### src/rtl/tsofm_pkg.sv
package tsofm_pkg;
  localparam int FLAG_W = 12;
  localparam int NMASK  = 3;

  typedef enum logic [1:0] {
    MSEL_FIRST = 2'd0,
    MSEL_MID   = 2'd1,
    MSEL_LAST  = 2'd2,
    MSEL_SOLO  = 2'd3
  } msel_e;

  typedef enum logic {
    ST_IDLE = 1'b0,
    ST_EMIT = 1'b1
  } st_e;

  typedef struct packed {
    logic [FLAG_W-1:0] last;
    logic [FLAG_W-1:0] mid;
    logic [FLAG_W-1:0] first;
  } maskset_t;
endpackage

### src/rtl/tsofm_mask_regs.sv
module tsofm_mask_regs
  import tsofm_pkg::*;
#(
  parameter logic [FLAG_W-1:0] RST_FIRST = 12'hFF6,
  parameter logic [FLAG_W-1:0] RST_MID   = 12'hF76,
  parameter logic [FLAG_W-1:0] RST_LAST  = 12'hF7F
) (
  input  logic              clk,
  input  logic              rst_n,
  input  logic              we,
  input  logic [1:0]        addr,
  input  logic [FLAG_W-1:0] wdata,
  output logic [FLAG_W-1:0] rdata,
  output maskset_t          masks
);
  localparam logic [NMASK*FLAG_W-1:0] RST_ALL = {RST_LAST, RST_MID, RST_FIRST};

  logic [FLAG_W-1:0] reg_q [NMASK];
  logic [FLAG_W-1:0] reg_d [NMASK];
  logic [NMASK-1:0]  reg_en;

  for (genvar g = 0; g < NMASK; g++) begin : g_mask
    always_comb begin
      reg_en[g] = we && (addr == 2'(g));
      reg_d[g]  = wdata;
    end

    always_ff @(posedge clk or negedge rst_n) begin
      if (!rst_n) begin
        reg_q[g] <= RST_ALL[g*FLAG_W +: FLAG_W];
      end else if (reg_en[g]) begin
        reg_q[g] <= reg_d[g];
      end
    end
  end

  always_comb begin
    unique case (addr)
      2'd0:    rdata = reg_q[0];
      2'd1:    rdata = reg_q[1];
      2'd2:    rdata = reg_q[2];
      default: rdata = '0;
    endcase
    masks.first = reg_q[0];
    masks.mid   = reg_q[1];
    masks.last  = reg_q[2];
  end
endmodule

### src/rtl/tsofm_seg_sched.sv
module tsofm_seg_sched
  import tsofm_pkg::*;
#(
  parameter int LEN_W = 16
) (
  input  logic              clk,
  input  logic              rst_n,
  input  logic              in_valid,
  output logic              in_ready,
  input  logic [FLAG_W-1:0] in_flags,
  input  logic [LEN_W-1:0]  in_len,
  input  logic [LEN_W-1:0]  in_mss,
  input  maskset_t          masks_live,
  output logic              out_valid,
  input  logic              out_ready,
  output logic [LEN_W-1:0]  seg_idx,
  output logic              seg_first,
  output logic              seg_last,
  output logic [FLAG_W-1:0] tmpl,
  output maskset_t          masks_held,
  output logic              err_pulse
);
  st_e               st_q, st_d;
  logic [LEN_W-1:0]  rem_q, rem_d;
  logic [LEN_W-1:0]  mss_q, mss_d;
  logic [LEN_W-1:0]  idx_q, idx_d;
  logic [FLAG_W-1:0] tmpl_q, tmpl_d;
  maskset_t          msk_q, msk_d;
  logic              err_q, err_d;
  logic              accept, load_en, step_en, is_last;

  always_comb begin
    accept  = in_valid && (st_q == ST_IDLE);
    is_last = (rem_q <= mss_q);
    load_en = accept && (in_mss != '0);
    step_en = (st_q == ST_EMIT) && out_ready && !is_last;

    st_d   = st_q;
    rem_d  = rem_q;
    mss_d  = mss_q;
    idx_d  = idx_q;
    tmpl_d = tmpl_q;
    msk_d  = msk_q;
    err_d  = accept && (in_mss == '0);

    unique case (st_q)
      ST_IDLE: begin
        if (load_en) begin
          st_d   = ST_EMIT;
          rem_d  = in_len;
          mss_d  = in_mss;
          idx_d  = '0;
          tmpl_d = in_flags;
          msk_d  = masks_live;
        end
      end
      ST_EMIT: begin
        if (out_ready) begin
          if (is_last) begin
            st_d = ST_IDLE;
          end else begin
            rem_d = rem_q - mss_q;
            idx_d = idx_q + 1'b1;
          end
        end
      end
      default: st_d = ST_IDLE;
    endcase
  end

  always_ff @(posedge clk or negedge rst_n) begin
    if (!rst_n) begin
      st_q  <= ST_IDLE;
      err_q <= 1'b0;
    end else begin
      st_q  <= st_d;
      err_q <= err_d;
    end
  end

  always_ff @(posedge clk or negedge rst_n) begin
    if (!rst_n) begin
      rem_q  <= '0;
      mss_q  <= '0;
      tmpl_q <= '0;
      msk_q  <= '0;
    end else if (load_en) begin
      rem_q  <= rem_d;
      mss_q  <= mss_d;
      tmpl_q <= tmpl_d;
      msk_q  <= msk_d;
    end else if (step_en) begin
      rem_q  <= rem_d;
    end
  end

  always_ff @(posedge clk or negedge rst_n) begin
    if (!rst_n) begin
      idx_q <= '0;
    end else if (load_en || step_en) begin
      idx_q <= idx_d;
    end
  end

  always_comb begin
    in_ready   = (st_q == ST_IDLE);
    out_valid  = (st_q == ST_EMIT);
    seg_idx    = idx_q;
    seg_first  = (idx_q == '0);
    seg_last   = is_last;
    tmpl       = tmpl_q;
    masks_held = msk_q;
    err_pulse  = err_q;
  end
endmodule

### src/rtl/tsofm_flag_gen.sv
module tsofm_flag_gen
  import tsofm_pkg::*;
(
  input  logic              seg_first,
  input  logic              seg_last,
  input  logic [FLAG_W-1:0] tmpl,
  input  maskset_t          masks,
  output logic [FLAG_W-1:0] flags
);
  msel_e             sel;
  logic [FLAG_W-1:0] mask;

  always_comb begin
    unique case ({seg_first, seg_last})
      2'b11:   sel = MSEL_SOLO;
      2'b10:   sel = MSEL_FIRST;
      2'b01:   sel = MSEL_LAST;
      default: sel = MSEL_MID;
    endcase

    unique case (sel)
      MSEL_FIRST: mask = masks.first;
      MSEL_LAST:  mask = masks.last;
      MSEL_SOLO:  mask = masks.first & masks.last;
      default:    mask = masks.mid;
    endcase

    flags = tmpl & mask;
  end
endmodule

### src/rtl/tso_flag_masker.sv
module tso_flag_masker
  import tsofm_pkg::*;
#(
  parameter int                LEN_W     = 16,
  parameter logic [FLAG_W-1:0] RST_FIRST = 12'hFF6,
  parameter logic [FLAG_W-1:0] RST_MID   = 12'hF76,
  parameter logic [FLAG_W-1:0] RST_LAST  = 12'hF7F
) (
  input  logic              clk,
  input  logic              rst_n,
  input  logic              cfg_we,
  input  logic [1:0]        cfg_addr,
  input  logic [FLAG_W-1:0] cfg_wdata,
  output logic [FLAG_W-1:0] cfg_rdata,
  input  logic              in_valid,
  output logic              in_ready,
  input  logic [FLAG_W-1:0] in_flags,
  input  logic [LEN_W-1:0]  in_len,
  input  logic [LEN_W-1:0]  in_mss,
  output logic              out_valid,
  input  logic              out_ready,
  output logic [FLAG_W-1:0] out_flags,
  output logic [LEN_W-1:0]  out_idx,
  output logic              out_last,
  output logic              err_pulse
);
  maskset_t          masks_live;
  maskset_t          masks_held;
  logic [FLAG_W-1:0] tmpl;
  logic              seg_first;
  logic              seg_last;

  tsofm_mask_regs #(
    .RST_FIRST (RST_FIRST),
    .RST_MID   (RST_MID),
    .RST_LAST  (RST_LAST)
  ) u_regs (
    .clk   (clk),
    .rst_n (rst_n),
    .we    (cfg_we),
    .addr  (cfg_addr),
    .wdata (cfg_wdata),
    .rdata (cfg_rdata),
    .masks (masks_live)
  );

  tsofm_seg_sched #(
    .LEN_W (LEN_W)
  ) u_sched (
    .clk        (clk),
    .rst_n      (rst_n),
    .in_valid   (in_valid),
    .in_ready   (in_ready),
    .in_flags   (in_flags),
    .in_len     (in_len),
    .in_mss     (in_mss),
    .masks_live (masks_live),
    .out_valid  (out_valid),
    .out_ready  (out_ready),
    .seg_idx    (out_idx),
    .seg_first  (seg_first),
    .seg_last   (seg_last),
    .tmpl       (tmpl),
    .masks_held (masks_held),
    .err_pulse  (err_pulse)
  );

  tsofm_flag_gen u_gen (
    .seg_first (seg_first),
    .seg_last  (seg_last),
    .tmpl      (tmpl),
    .masks     (masks_held),
    .flags     (out_flags)
  );

  assign out_last = seg_last;
endmodule

### config.mk
export PLATFORM = sky130hd
export DESIGN_NAME = tso_flag_masker
export DESIGN_NICKNAME = d
export VERILOG_FILES = /design/src/rtl/tsofm_pkg.sv /design/src/rtl/tsofm_mask_regs.sv /design/src/rtl/tsofm_seg_sched.sv /design/src/rtl/tsofm_flag_gen.sv /design/src/rtl/tso_flag_masker.sv
export SDC_FILE = /design/constraint.sdc
export NUM_CORES = 1
export LEC_CHECK = 0
export ABC_AREA = 1
export BUFFER_PORTS_ARGS = -buffer_cell sky130_fd_sc_hd__buf_2
export CAP_MARGIN = 10
export CORE_MARGIN = 5
export CORE_UTILIZATION = 55
export DETAILED_ROUTE_END_ITERATION = 10
export HOLD_SLACK_MARGIN = 0.05
export PLACE_DENSITY = 0.83
export REMOVE_ABC_BUFFERS = 1
export SLEW_MARGIN = 20
export SYNTH_ARGS = -nofsm -noshare
export SYNTH_HDL_FRONTEND = slang
export SYNTH_SLANG_ARGS = --single-unit
### constraint.sdc
create_clock -name clk -period 2.23 [get_ports clk]
set_input_delay 0.1115 -clock clk [delete_from_list [all_inputs] [get_ports clk]]
set_output_delay 0.1115 -clock clk [all_outputs]
set_load 0.005 [all_outputs]
# [Word-level counts from Yosys, hierarchy flattened]
# Cells that the tools add are included.
[word_totals] word_cells=63 in_bits=63 out_inout_bits=44 mem_bits_ro=0 memories=0 latchBits=0 regBits=134 ramBits=0
[classes] shifts=0 mul=0 div_mod_pow=0 reduce_logical=18 mux=17 n_eq_ne=10 magnitude_cmp=1 bitwise_logic=3 n_addsub=2
[op_table] op="2-to-1 mux 16 bit" count=8
[op_table] op="one-hot mux 12 bit (3 select lines)" count=2
[op_table] op="one-hot mux 16 bit (2 select lines)" count=2
[op_table] op="logical NOT 16 bit" count=2
[op_table] op="bitwise AND 12 bit" count=2
[op_table] op="adder 16 x 1 -> 16 bit, second input constant" count=1
[op_table] op="<= comparator 16 bit" count=1
[op_table] op="nonzero test 16 bit" count=1
[op_table] op="subtractor 16 bit" count=1
[op_table] op="equality test 2 bit, second input constant" count=5
[op_table] op="logical AND 1 bit" count=8
[op_table] op="one-hot mux 2 bit (3 select lines)" count=1
[op_table] op="equality test 2 x 1 -> 1 bit, second input constant" count=2
[op_table] op="logical NOT 2 bit" count=2
[op_table] op="!= test 2 bit, second input constant" count=2
[op_table] op="AND reduction 4 bit" count=1
[op_table] op="2-to-1 mux 1 bit" count=3
[op_table] op="!= test 2 x 1 -> 1 bit, second input constant" count=1
[op_table] op="one-hot mux 1 bit (2 select lines)" count=1
[op_table] op="AND reduction 2 bit" count=1
[op_table] op="nonzero test 2 bit" count=1
[op_table] op="logical NOT 1 bit" count=1
[op_table] op="logical OR 1 bit" count=1
[op_table] op="inverter 1 bit" count=1

# [Depth between registers and ports, before layout]
[logic_depth] depth_word=7 mapped_depth=16 mapped_depth_nobuf=15

# [Modules after synthesis]
# A second synthesis with hierarchy kept.
[unflattened] cells_unflattened=1080 hier_area_um2=7707.4
[by_module_without_submodules] module="tsofm_seg_sched" cells_per_inst=773 area_per_inst_um2=5531.6 n_inst=1 seq_area_each_um2=2452.4
[by_module_without_submodules] module="tsofm_mask_regs" cells_per_inst=217 area_per_inst_um2=1798.0 n_inst=1 seq_area_each_um2=938.4
[by_module_without_submodules] module="tsofm_flag_gen" cells_per_inst=90 area_per_inst_um2=377.9 n_inst=1 seq_area_each_um2=0.0

# [Worst setup path after synthesis]
# Ideal clock, no wire load.
[synth_timing] kind="register to register" start="register u_sched.mss_q[0]" end="register u_sched.rem_q[10]" arrival_ns=1.917 stages_incl_launch_ff=16 path_buffers=1 required_ns=2.114 setup_slack_ns=0.197 path_cell_list="dfrtp_1 ha_1 fa_1 inv_1 nand2_1 nand2_1 nand3_1 nand2_1 nand2_1 nand2_2 nand3_2 nand2_4 inv_2 buf_4 nand2_1 nand2_1"
[synth_between] elab_chain_cells=6
[synth_lines] element="start: declaration" line="tsofm_seg_sched.sv:25" source="logic [LEN_W-1:0] mss_q, mss_d;"
[synth_lines] element="start signal: assignment" line="tsofm_seg_sched.sv:89" source="mss_q <= mss_d;"
[synth_lines] element="subtractor 16 bit or <= comparator 16 bit (tied branches)" line="tsofm_seg_sched.sv:62, tsofm_seg_sched.sv:34"
[synth_lines] element="2-to-1 mux 16 bit" line="tsofm_seg_sched.sv:59" source="if (is_last) begin"
[synth_lines] element="2-to-1 mux 16 bit" line="tsofm_seg_sched.sv:58" source="if (out_ready) begin"
[synth_lines] element="one-hot mux 16 bit (2 select lines)" line="tsofm_seg_sched.sv:46" source="unique case (st_q)"
[synth_lines] element="2-to-1 mux 16 bit" line="tsofm_seg_sched.sv:92" source="end else if (step_en) begin"
[synth_lines] element="2-to-1 mux 16 bit" line="tsofm_seg_sched.sv:87" source="end else if (load_en) begin"
[synth_lines] element="end signal: assignment" line="tsofm_seg_sched.sv:88" source="rem_q <= rem_d;"
[synth_lines] element="end signal: assignment" line="tsofm_seg_sched.sv:93" source="rem_q <= rem_d;"
[synth_lines] element="end: declaration" line="tsofm_seg_sched.sv:24" source="logic [LEN_W-1:0] rem_q, rem_d;"
# Several ways; a longest one is shown, not always the timed one. The select of a mux whose other input is x is not followed.
# A chain may end at the register's enable or synchronous reset.

# [Worst setup path after layout]
[layout_timing] start="register u_sched.rem_q[8]" end="output port out_flags[7]"
[layout_between] elab_chain_cells=6
[layout_lines] element="<= comparator 16 bit (*)" line="tsofm_seg_sched.sv:34" source="is_last = (rem_q <= mss_q);"
[layout_lines] element="equality test 2 x 1 -> 1 bit or equality test 2 bit (tied branches)" line="tsofm_flag_gen.sv:14" source="unique case ({seg_first, seg_last})"
[layout_lines] element="one-hot mux 2 bit (3 select lines) (*)" line="tsofm_flag_gen.sv:14"
[layout_lines] element="equality test 2 bit or logical NOT 2 bit (tied branches)" line="tsofm_flag_gen.sv:21" source="unique case (sel)"
[layout_lines] element="one-hot mux 12 bit (3 select lines) (*)" line="tsofm_flag_gen.sv:21"
[layout_lines] element="bitwise AND 12 bit (*)" line="tsofm_flag_gen.sv:28" source="flags = tmpl & mask;"
[layout_lines] element="end: declaration" line="tso_flag_masker.sv:22" source="output logic [FLAG_W-1:0] out_flags,"
# Every way passes the cells marked *; elsewhere a longest branch is shown, timed or not.

==> results.json <==
{
  "status": "finished, violations left",
  "violations": "setup timing",
  "gp_congestion": 0.8737,
  "reg2regPathDepth": 13,
  "wl_per_cell_um": 15.28,
  "synthDistinctLibCells": 33,
  "final_nets": 1259,
  "dr.pass1.iters": 8,
  "fmax_mhz": 384.6,
  "worstPathCellList": "ha_4 -> nand2_2 -> inv_2 -> nand2_4 -> nor3_4 -> nand2_4 -> nand3_4 -> buf_8 -> nor2_2 -> nor3_1 -> buf_2",
  "seq_area_frac_synth_pct": 46.40,
  "io_pins": 107,
  "cp.required_ns": 2.12,
  "grt_pass1_wl_um": 32690,
  "synth_cells": 979,
  "worst_pin_slew_ns": 1.045,
  "clk_pin_slew_ns": 0.06,
  "max-cap-violations": 0,
  "grt_max_degree": 73,
  "sw_frac_of_total_pct": 43.23,
  "fp-row-count": 42,
  "ant_nets": 0,
  "hpwl_um": 12880,
  "synth_edf_count": 0,
  "worstSkewPairLatency_ns": 0.42,
  "p_leak_nw": 5.131,
  "slowest_stage": "dfrtp_1",
  "period_minus_slack_ns": 2.600,
  "vdd_ir_drop_max_mv": 1.256,
  "die_x_um": 125.3,
  "crit_path_end_kind": "primary output",
  "hold_depth": 5,
  "final_cell_mix": "318 x nand2_1, 131 x inv_1, 104 x buf_2, 104 x dfrtp_1, 84 x o21ai_0",
  "path_class": "reg2out",
  "p_sw_mw": 6.686,
  "wl_um": 20870,
  "start_kind": "flip-flop",
  "finClkSkew_ns": 0.009931,
  "rsz0062_at_grt": "yes",
  "multiInputGateArea_um2": 3528,
  "crit_fanout": 5,
  "grt_usage_pct": 25.34,
  "viasPerCell": 5.313,
  "finalCritPeriodShare_pct": 116.6,
  "fill_cells": 905,
  "setup_viol_count_final": 13,
  "seqCellArea_um2": 3391,
  "pwr-share-clk_pct": 18.7,
  "antenna_found_initial": 0,
  "die_y_um": 125.3,
  "hold_path_class": "in2reg",
  "ctsRootBufferMaster": "clkbuf_16",
  "p_total_mw": 15.47,
  "final_area_um2": 9897,
  "comb_power_share_pct": 55.2,
  "avgSynthCellArea_um2": 7.465,
  "cts_buffers": 17,
  "power_density_nw_per_um2": 1563,
  "final_common_cell": "nand2_1",
  "postPlaceCellArea_um2": 8195,
  "dieArea_um2": 15690,
  "ys_seq_elements": 134,
  "setup_ws_ns": -0.3701,
  "start_util_pct": 55.63,
  "synth_ff_type": "dfrtp_1",
  "p_int_mw": 8.780,
  "tritoncts": "built",
  "drc_errors": 0,
  "io_buffers": 106,
  "path_common_cell": "nand2_4",
  "final_layout_size_suffix_gt1_share_pct": 23.95,
  "slew_headroom_pct": 30.29,
  "r2r_setup_slack_ns": 0.01,
  "htree_levels": 4,
  "cpPeakStageDelay_ns": 0.42,
  "hold_viol": 0,
  "seqPwrFrac_pct": 26.1,
  "grt_pass1_vias": 7052,
  "cts_max_path_buffers": 2,
  "antenna_cells": 0,
  "vias": 7258,
  "grt_overflow": 0,
  "first_iter_violations": 699,
  "async_flop_share_pct": 100.0,
  "cts_sinks": 134,
  "critPathArrivalTime_ns": 2.49,
  "maxSlewViolCount": 0,
  "synth-warning-count": 0,
  "areaGrowthSynthToFinish_pct": 35.42,
  "core_um2": 13140,
  "syn_area_um2": 7308
}
path summary, 6_finish.rpt:
check / startpoint / endpoint
setup reg to reg: u_sched.rem_q[8] / u_sched.rem_q[8]
hold / removal: in_len[3] / u_sched.rem_q[3]
max in group asynchronous: rst_n / u_regs.masks[11]
min in group asynchronous: rst_n / u_sched.mss_q[5]
hold reg to reg: u_sched.masks_held[7] / u_sched.masks_held[7]
setup / recovery: u_sched.rem_q[8] / out_flags[7]
cells by family after synthesis:
group                      share of synthesized area (%)
DFF                                                46.40
xor gates and xnor gates                           2.037
AOI/OAI and AO/OA                                  10.08
and+or+nand+nor                                    28.35
buffers and inverters                              9.776
adders and majority gates                          3.356
critical path, delay by kind of cell (launching register included):
kind	cells	cell delay [ns]
and+or+nand+nor	7	0.92
DFF	1	0.42
adders and majority gates	1	0.30
buffers and inverters	3	0.42
power by group through the flow:
stage / sequential (mW) / clock (mW) / combinational, mW
6_report: 4.03 / 2.89 / 8.54
4_1_cts: 3.95 / 2.90 / 7.24
2_1_floorplan: 3.84 / 0 / 4.14
3_3_place_gp: 3.93 / 0 / 6.40
5_1_grt: 4.13 / 3.03 / 9.43
3_5_place_dp: 3.95 / 0 / 6.56
area by class of cell:
| type | count | share of cell area (%) |
|---|---|---|
| Inverter | 135 | 5.196 |
| Timing Repair Buffer | 217 | 16.49 |
| Clock buffer | 18 | 4.437 |
| Sequential cell | 134 | 34.26 |
| Tap cell | 176 | 2.225 |
| Multi-Input combinational cell | 672 | 35.65 |
| Clock inverter | 14 | 1.745 |
cells in the mapped netlist (2+ instances only):
| cell | number | share of area, % |
|---|---|---|
| buf_1 | 2 | 0.10 |
| nor2_2 | 2 | 0.17 |
| o221ai_1 | 12 | 1.4 |
| nand3_1 | 61 | 4.2 |
| o21ai_1 | 13 | 0.89 |
| buf_4 | 11 | 1.1 |
| nand3_2 | 2 | 0.27 |
| and2_1 | 2 | 0.17 |
| ha_1 | 18 | 3.1 |
| nor4_1 | 2 | 0.17 |
| dfstp_2 | 30 | 11 |
| inv_2 | 3 | 0.15 |
| inv_1 | 132 | 6.8 |
| nor3_1 | 26 | 1.8 |
| o21ai_0 | 85 | 5.8 |
| buf_2 | 4 | 0.27 |
| a21oi_1 | 27 | 1.8 |
| nor2_1 | 53 | 2.7 |
| nand4_1 | 8 | 0.68 |
| dfrtp_1 | 104 | 36 |
| xnor2_1 | 2 | 0.24 |
| or2_2 | 4 | 0.34 |
| clkbuf_1 | 20 | 1.0 |
| nand2_1 | 329 | 17 |
| buf_6 | 2 | 0.31 |
| nand2_2 | 4 | 0.34 |
| xor2_1 | 15 | 1.8 |
routing by layer:
metal  routed length (µm)  GRT usage [%]  vias up
li1                     -              -     3495
met1                 8623          31.45     3402
met2                10500          43.12      299
met3                 1161          5.757       62
met4                  580          10.01        0
met5                    0              0        -
what timing repair did:
item	4_1_cts	5_1_grt
hold buffers	56	1
pin swaps	6	15
endpoints found under the setup margin	45	45
setup buffers	6	6
resized for setup	23	62
hold endpoints to repair	134	1
gates cloned	2	1
registers in the layout, indices dropped and copies added, names as in the netlist:
signal,cells
u_sched.out_valid,1
u_sched.err_pulse,1
u_sched.mss_q,16
u_sched.rem_q,16
u_regs.masks,36
u_sched.masks_held,36
u_sched.seg_idx,16
u_sched.tmpl,12
stage by stage:
stage / utilization [%] / TNS [ns] / cells / hold slack (ns) / setup WS (ns)
finish: 75.33 / -4.229 / 1366 / 0.09212 / -0.3701
global route: 75.33 / -7.313 / 1366 / 0.08126 / -0.5153
CTS: 72.39 / -3.873 / 1358 / 0.05451 / -0.3244
detailed placement: 62.38 / -2.807 / 1262 / 0.1571 / -0.1198
global placement: 62.38 / -0.6502 / 1262 / 0.1583 / -0.07752
floorplan: - / -43.88 / 940 / -0.1841 / -0.9058
Note: power is estimated with default switching activity, not from simulation.
